## src/rtl/rru_pkg.sv

```systemverilog
package rru_pkg;

  typedef enum logic [1:0] {
    SEL_OFFSET = 2'd0,
    SEL_LIMIT  = 2'd1,
    SEL_PTBASE = 2'd2,
    SEL_NONE   = 2'd3
  } cfgSel_e;

  typedef struct packed {
    logic loadOffset;
    logic loadLimit;
    logic loadPtBase;
    logic passReq;
    logic faultReq;
    logic refuseCfg;
  } ctrlStrobe_t;

endpackage

```

## src/rtl/rru_ctrl.sv

```systemverilog
module rru_ctrl
  import rru_pkg::*;
(
  input  logic        clk,
  input  logic        rstN,
  input  logic        reqValid,
  input  logic        inRange,
  input  logic        cfgValid,
  input  logic        cfgPriv,
  input  logic [1:0]  cfgSel,
  output ctrlStrobe_t strobe,
  output logic        memValid,
  output logic        addrFault,
  output logic        privFault
);

  always_comb begin
    strobe = '0;
    if (cfgValid && cfgPriv) begin
      unique case (cfgSel_e'(cfgSel))
        SEL_OFFSET: strobe.loadOffset = 1'b1;
        SEL_LIMIT:  strobe.loadLimit  = 1'b1;
        SEL_PTBASE: strobe.loadPtBase = 1'b1;
        default:    ;
      endcase
    end
    strobe.refuseCfg = cfgValid && !cfgPriv;
    strobe.passReq   = reqValid && inRange;
    strobe.faultReq  = reqValid && !inRange;
  end

  always_ff @(posedge clk) begin
    if (!rstN) begin
      memValid  <= 1'b0;
      addrFault <= 1'b0;
      privFault <= 1'b0;
    end else begin
      memValid  <= strobe.passReq;
      addrFault <= strobe.faultReq;
      privFault <= strobe.refuseCfg;
    end
  end

endmodule

```

## src/rtl/rru_datapath.sv

```systemverilog
module rru_datapath
  import rru_pkg::*;
#(
  parameter int AW  = 16,
  parameter int PAW = 24,
  localparam int LW = AW + 1
) (
  input  logic           clk,
  input  logic           rstN,
  input  ctrlStrobe_t    strobe,
  input  logic [AW-1:0]  reqAddr,
  input  logic           reqWrite,
  input  logic [PAW-1:0] cfgData,
  output logic           inRange,
  output logic [PAW-1:0] memAddr,
  output logic           memWrite,
  output logic [PAW-1:0] ptBase,
  output logic [PAW-1:0] offsetVal,
  output logic [LW-1:0]  limitVal
);

  logic [PAW-1:0] offsetQ;
  logic [LW-1:0]  limitQ;
  logic [PAW-1:0] ptBaseQ;
  logic [PAW-1:0] relocSum;

  // unsigned compare on the untranslated address
  assign inRange  = {1'b0, reqAddr} < limitQ;
  assign relocSum = offsetQ + PAW'(reqAddr);

  always_ff @(posedge clk) begin
    if (!rstN) begin
      offsetQ <= '0;
      limitQ  <= '0;
      ptBaseQ <= '0;
    end else begin
      if (strobe.loadOffset) offsetQ <= cfgData;
      if (strobe.loadLimit)  limitQ  <= LW'(cfgData);
      if (strobe.loadPtBase) ptBaseQ <= cfgData;
    end
  end

  always_ff @(posedge clk) begin
    if (!rstN) begin
      memAddr  <= '0;
      memWrite <= 1'b0;
    end else if (strobe.passReq) begin
      memAddr  <= relocSum;
      memWrite <= reqWrite;
    end
  end

  assign ptBase    = ptBaseQ;
  assign offsetVal = offsetQ;
  assign limitVal  = limitQ;

endmodule

```

## src/rtl/real_reloc_unit.sv

```systemverilog
module real_reloc_unit
  import rru_pkg::*;
#(
  parameter int AW  = 16,
  parameter int PAW = 24
) (
  input  logic           clk,
  input  logic           rstN,
  input  logic           reqValid,
  input  logic [AW-1:0]  reqAddr,
  input  logic           reqWrite,
  input  logic           cfgValid,
  input  logic           cfgPriv,
  input  logic [1:0]     cfgSel,
  input  logic [PAW-1:0] cfgData,
  output logic           memValid,
  output logic [PAW-1:0] memAddr,
  output logic           memWrite,
  output logic           addrFault,
  output logic           privFault,
  output logic [PAW-1:0] ptBase
);

  localparam int LW = AW + 1;

  ctrlStrobe_t    strobe;
  logic           inRange;
  logic [PAW-1:0] offsetVal;
  logic [LW-1:0]  limitVal;

  rru_ctrl u_ctrl (
    .clk       (clk),
    .rstN      (rstN),
    .reqValid  (reqValid),
    .inRange   (inRange),
    .cfgValid  (cfgValid),
    .cfgPriv   (cfgPriv),
    .cfgSel    (cfgSel),
    .strobe    (strobe),
    .memValid  (memValid),
    .addrFault (addrFault),
    .privFault (privFault)
  );

  rru_datapath #(.AW(AW), .PAW(PAW)) u_dp (
    .clk       (clk),
    .rstN      (rstN),
    .strobe    (strobe),
    .reqAddr   (reqAddr),
    .reqWrite  (reqWrite),
    .cfgData   (cfgData),
    .inRange   (inRange),
    .memAddr   (memAddr),
    .memWrite  (memWrite),
    .ptBase    (ptBase),
    .offsetVal (offsetVal),
    .limitVal  (limitVal)
  );

endmodule

```

## config.mk

```make
export PLATFORM = sky130hd
export DESIGN_NAME = real_reloc_unit
export DESIGN_NICKNAME = d
export VERILOG_FILES = /design/src/rtl/rru_pkg.sv /design/src/rtl/rru_ctrl.sv /design/src/rtl/rru_datapath.sv /design/src/rtl/real_reloc_unit.sv
export SDC_FILE = /design/constraint.sdc
export NUM_CORES = 1
export LEC_CHECK = 0
export ABC_CLOCK_PERIOD_IN_PS = 5500
export BUFFER_PORTS_ARGS = -buffer_cell sky130_fd_sc_hd__buf_2
export CORE_AREA = 2 2 69 136
export DETAILED_ROUTE_END_ITERATION = 8
export DIE_AREA = 0 0 71 138
export PLACE_DENSITY = 0.78
export SLEW_MARGIN = 20
export SYNTH_ARGS = -nofsm -noshare
export SYNTH_HDL_FRONTEND = slang
export SYNTH_SLANG_ARGS = --single-unit
```

## constraint.sdc

```tcl
create_clock -name clk -period 5.5 [get_ports clk]
set_clock_uncertainty 0.15 [all_clocks]
set_input_delay 0 -clock clk [delete_from_list [all_inputs] [get_ports clk]]
set_output_delay 0 -clock clk [all_outputs]
set_load 0.01 [all_outputs]
```

==> summary.md <==
| Metric | Value |
|---|---|
| Skew-Pair Late Insertion Delay | 0.35 ns |
| Routed WL | 11,500 um |
| Status | complete, no violations |
| Global route total overflow | 0 |
| Synth Cell Area | 4670 um^2 |
| Power Dens Cells | 269 nW/um^2 |
| Share of layout cells above drive strength 1 | 0.190 |
| Critical Path End Type | register |
| Wirelength per Cell | 14.7 um |
| Global-route usage over all layers | 0.238 |
| Max cap viols | 0 |
| Worst Tran Pin Value | 0.905 ns |
| Post-Synth Adder-Cell Area | 0.0873 |
| Leakage | 2.42 nW |
| Top FF cell, synth | dfxtp_1 |
| Worst reg-to-reg path cell count | 9 |
| Worst hold path class | primary input to register |
| Worst setup margin | 2.34 ns |
| Post-CTS Setup Bufs | 0 |
| GPL Wtd Cong | 0.904 |
| Pwr Total | 1.57 mW |
| Hold Crit Endpoint | u_dp.memAddr[0] |
| Post-synth EDFFs | 0 |
| Worst Path Required | 5.58 ns |
| FFs w/ async S/R, synth | 0 |
| Synth Instances | 557 |
| Worst IR drop on VDD | 276 uV |
| CP arrival | 3.24 ns |
| Hold_sp | reqAddr[0] |
| Post-layout instance area | 5830 um^2 |
| Avg Cell Area, Syn | 8.39 um^2 |
| Hold buffer count at cts | 31 |
| Unrepaired setup endpoints after global routing | no |
| I/O Buffers | 99 |
| Seq/Total Area, Yosys | 0.399 |
| Syn. warnings | 0 |
| Dpl cell area | 5200 um^2 |
| Detail Route Antenna Nets | 0 |
| Clock tree sinks | 93 |
| R2r setup slk | 2.34 ns |
| CP startpoint kind | register |
| Hold depth | 4 |
| Final setup fails | 0 |
| Vias per Instance | 5.36 |
| Fmax | 0.317 GHz |
| Initial Util | 0.526 |
| CTS tree | yes |
| Initial antenna violation count | 0 |
| CP Max Fanout | 28 |
| Fin Setup TNS | 0 ns |
| Clock Pin Slew Worst Setup and Hold Paths | 0.07 ns |
| First-pass GRT wire length | 18,900 um |
| # DRC | 0 |
| Area Growth Syn to Fin | 24.8% |
| Root buf cell | clkbuf_16 |
| Die ar. | 9800 um^2 |
| Flops & latches, synth | 93 |
| Syn_nets | 637 |
| Core box area | 8890 um^2 |
| Final slew viol count | 0 |
| Count of cell types in the netlist | 55 |
| Worst r2r dst | u_dp.memAddr[11] |
| Critical path class | register to register |
| DRT Pass-1 Iters | 5 |
| Boundary Pins | 100 |
| Post-Place Worst Slack | 2.35 ns |
| FP Rows | 49 |
| Post-synthesis xor/xnor area fraction | 0.0319 |
| Post_cts resized | 0 |
| Vias | 4,186 |
| Post-synthesis compound-gate area fraction | 0.201 |
| Die Y | 138 um |
| Die width | 71 um |
| Largest family of logic cells by synthesized area | simple AND/OR/NAND/NOR gates |
| H-tree depth | 3 |
| Largest net degree at the start of global routing | 97 |
| CTS Buf Count | 9 |
| Final #Nets | 754 |
| Post-synthesis mux area share | 0.0279 |
| DRT iter0 DRCs | 248 |
| Longest Clk Path Bufs | 2 |
| Fin util | 0.656 |
| Rel. slew slack | 0.397 |
| Fin. Hold Viols | 0 |
| ANT cells | 0 |
| Placed wire-length estimate | 8360 um |
| Clock period minus worst slack | 3.16 ns |
| RR Startpoint | u_dp.limitVal[2] |
| Vias in the first global route | 4,163 |
| Post-Synth Simple-Gate Area | 0.210 |
| Final period utilization | 0.574 |
## state kept, by name, indices dropped and copies added (netlist names)
register / count
u_dp.memWrite: 1
u_dp.ptBase: 24
u_ctrl.privFault: 1
u_ctrl.memValid: 1
u_dp.limitVal: 17
u_dp.memAddr: 24
u_dp.offsetVal: 24
u_ctrl.addrFault: 1
## layout make-up
class / count / area (um^2)
clock buffers: 9 / 225
well taps: 102 / 128
repair buffers: 133 / 828
flip-flops and latches: 93 / 1860
fillers: 720 / 3060
inverters: 21 / 78.8
clock inverters: 7 / 97.6
multi-input cells: 416 / 2610
## power by group
part	internal [mW]	total (mW)	leakage (nW)	switching, mW
Sequential	0.695	0.708	0.754	0.0122
Combinational	0.0895	0.192	1.51	0.102
Clock	0.399	0.668	0.152	0.269
Total	1.18	1.57	2.42	0.383
## cells by family (layout without fill, tap and decap cells)
family | count (synthesis) | in the layout
simple gates | 220 | 220
mux | 13 | 13
fa+ha+maj | 32 | 32
compound gates | 134 | 134
xor+xnor | 17 | 17
flops | 93 | 93
buf+inv | 48 | 170
## worst max-delay path: stages (launching register included)
cell and delay (ns):
dfxtp_1 0.33, inv_1 0.04, ha_1 0.17, or3_4 0.39
a211o_1 0.28, a32oi_1 0.23, and3_1 0.79, buf_4 0.35
mux2i_1 0.23, nor2b_1 0.08
## stage by stage
stage	hold slack, ns	std cells
floorplan	-0.0785	557
global placement	0.0214	734
detailed placement	0.0233	734
CTS	0.00378	781
global route	0.0126	781
finish	0.0135	781
## placed cells by master (no fill, tap or decap), drive strengths merged, types with 2 or more instances in the layout
cell	count
xor2	7
inv	22
nor2	14
dlygate4sd3	31
o21ai	17
a311o	2
a21oi	25
nand4	3
a31oi	2
o21a	2
mux2i	13
and3	7
clkbuf	9
xnor2	10
clkinv	2
a21boi	66
or3	6
o221ai	2
and2	2
buf	102
nand3b	2
bufinv	2
nor4	3
o22ai	2
nor2b	14
clkinvlp	2
ha	31
nand3	10
nand2b	2
nor3	2
a21o	3
nand2	152
dfxtp	93
## layer usage
layer  global-route usage  up-vias  wire (um)
met5                    0        -          0
met4                0.126        0        448
met3               0.0415       27        372
met2                0.424       95       6080
met1                0.262     1937       4580
li1                     -     2127          -
## worst max path at each step
stage	slack, ns	end	startpoint	cells past startpoint
floorplan	2.98	u_dp.memAddr[18]	u_dp.offsetVal[0]	9
global placement	2.45	u_dp.memAddr[20]	u_dp.offsetVal[0]	9
detailed placement	2.35	u_dp.memAddr[18]	u_dp.offsetVal[0]	9
CTS	2.34	u_dp.memAddr[18]	u_dp.offsetVal[0]	9
global route	2.17	u_dp.memAddr[10]	u_dp.limitVal[2]	9
finish	2.34	u_dp.memAddr[11]	u_dp.limitVal[2]	9
## Yosys cell counts, drive strengths merged (2+ instances only)
library cell,instances,share of area
nand2,152,0.12
or3,6,0.0091
nor2b,14,0.019
a31oi,2,0.0027
clkbuf,23,0.018
mux2i,13,0.028
o221ai,2,0.0038
and2,2,0.0027
xnor2,10,0.019
nor2,14,0.011
buf,4,0.0083
nand2b,2,0.0027
a311o,2,0.0043
o22ai,2,0.0027
inv,21,0.017
nand4,3,0.0040
a21o,3,0.0048
and3,7,0.0094
nor4,3,0.0040
o21a,2,0.0032
o21ai,17,0.019
nand3b,2,0.0032
nor3,2,0.0021
a21oi,25,0.028
ha,31,0.083
xor2,7,0.013
nand3,10,0.011
a21boi,66,0.11
dfxtp,93,0.40
(Power assumes the default switching activity.)
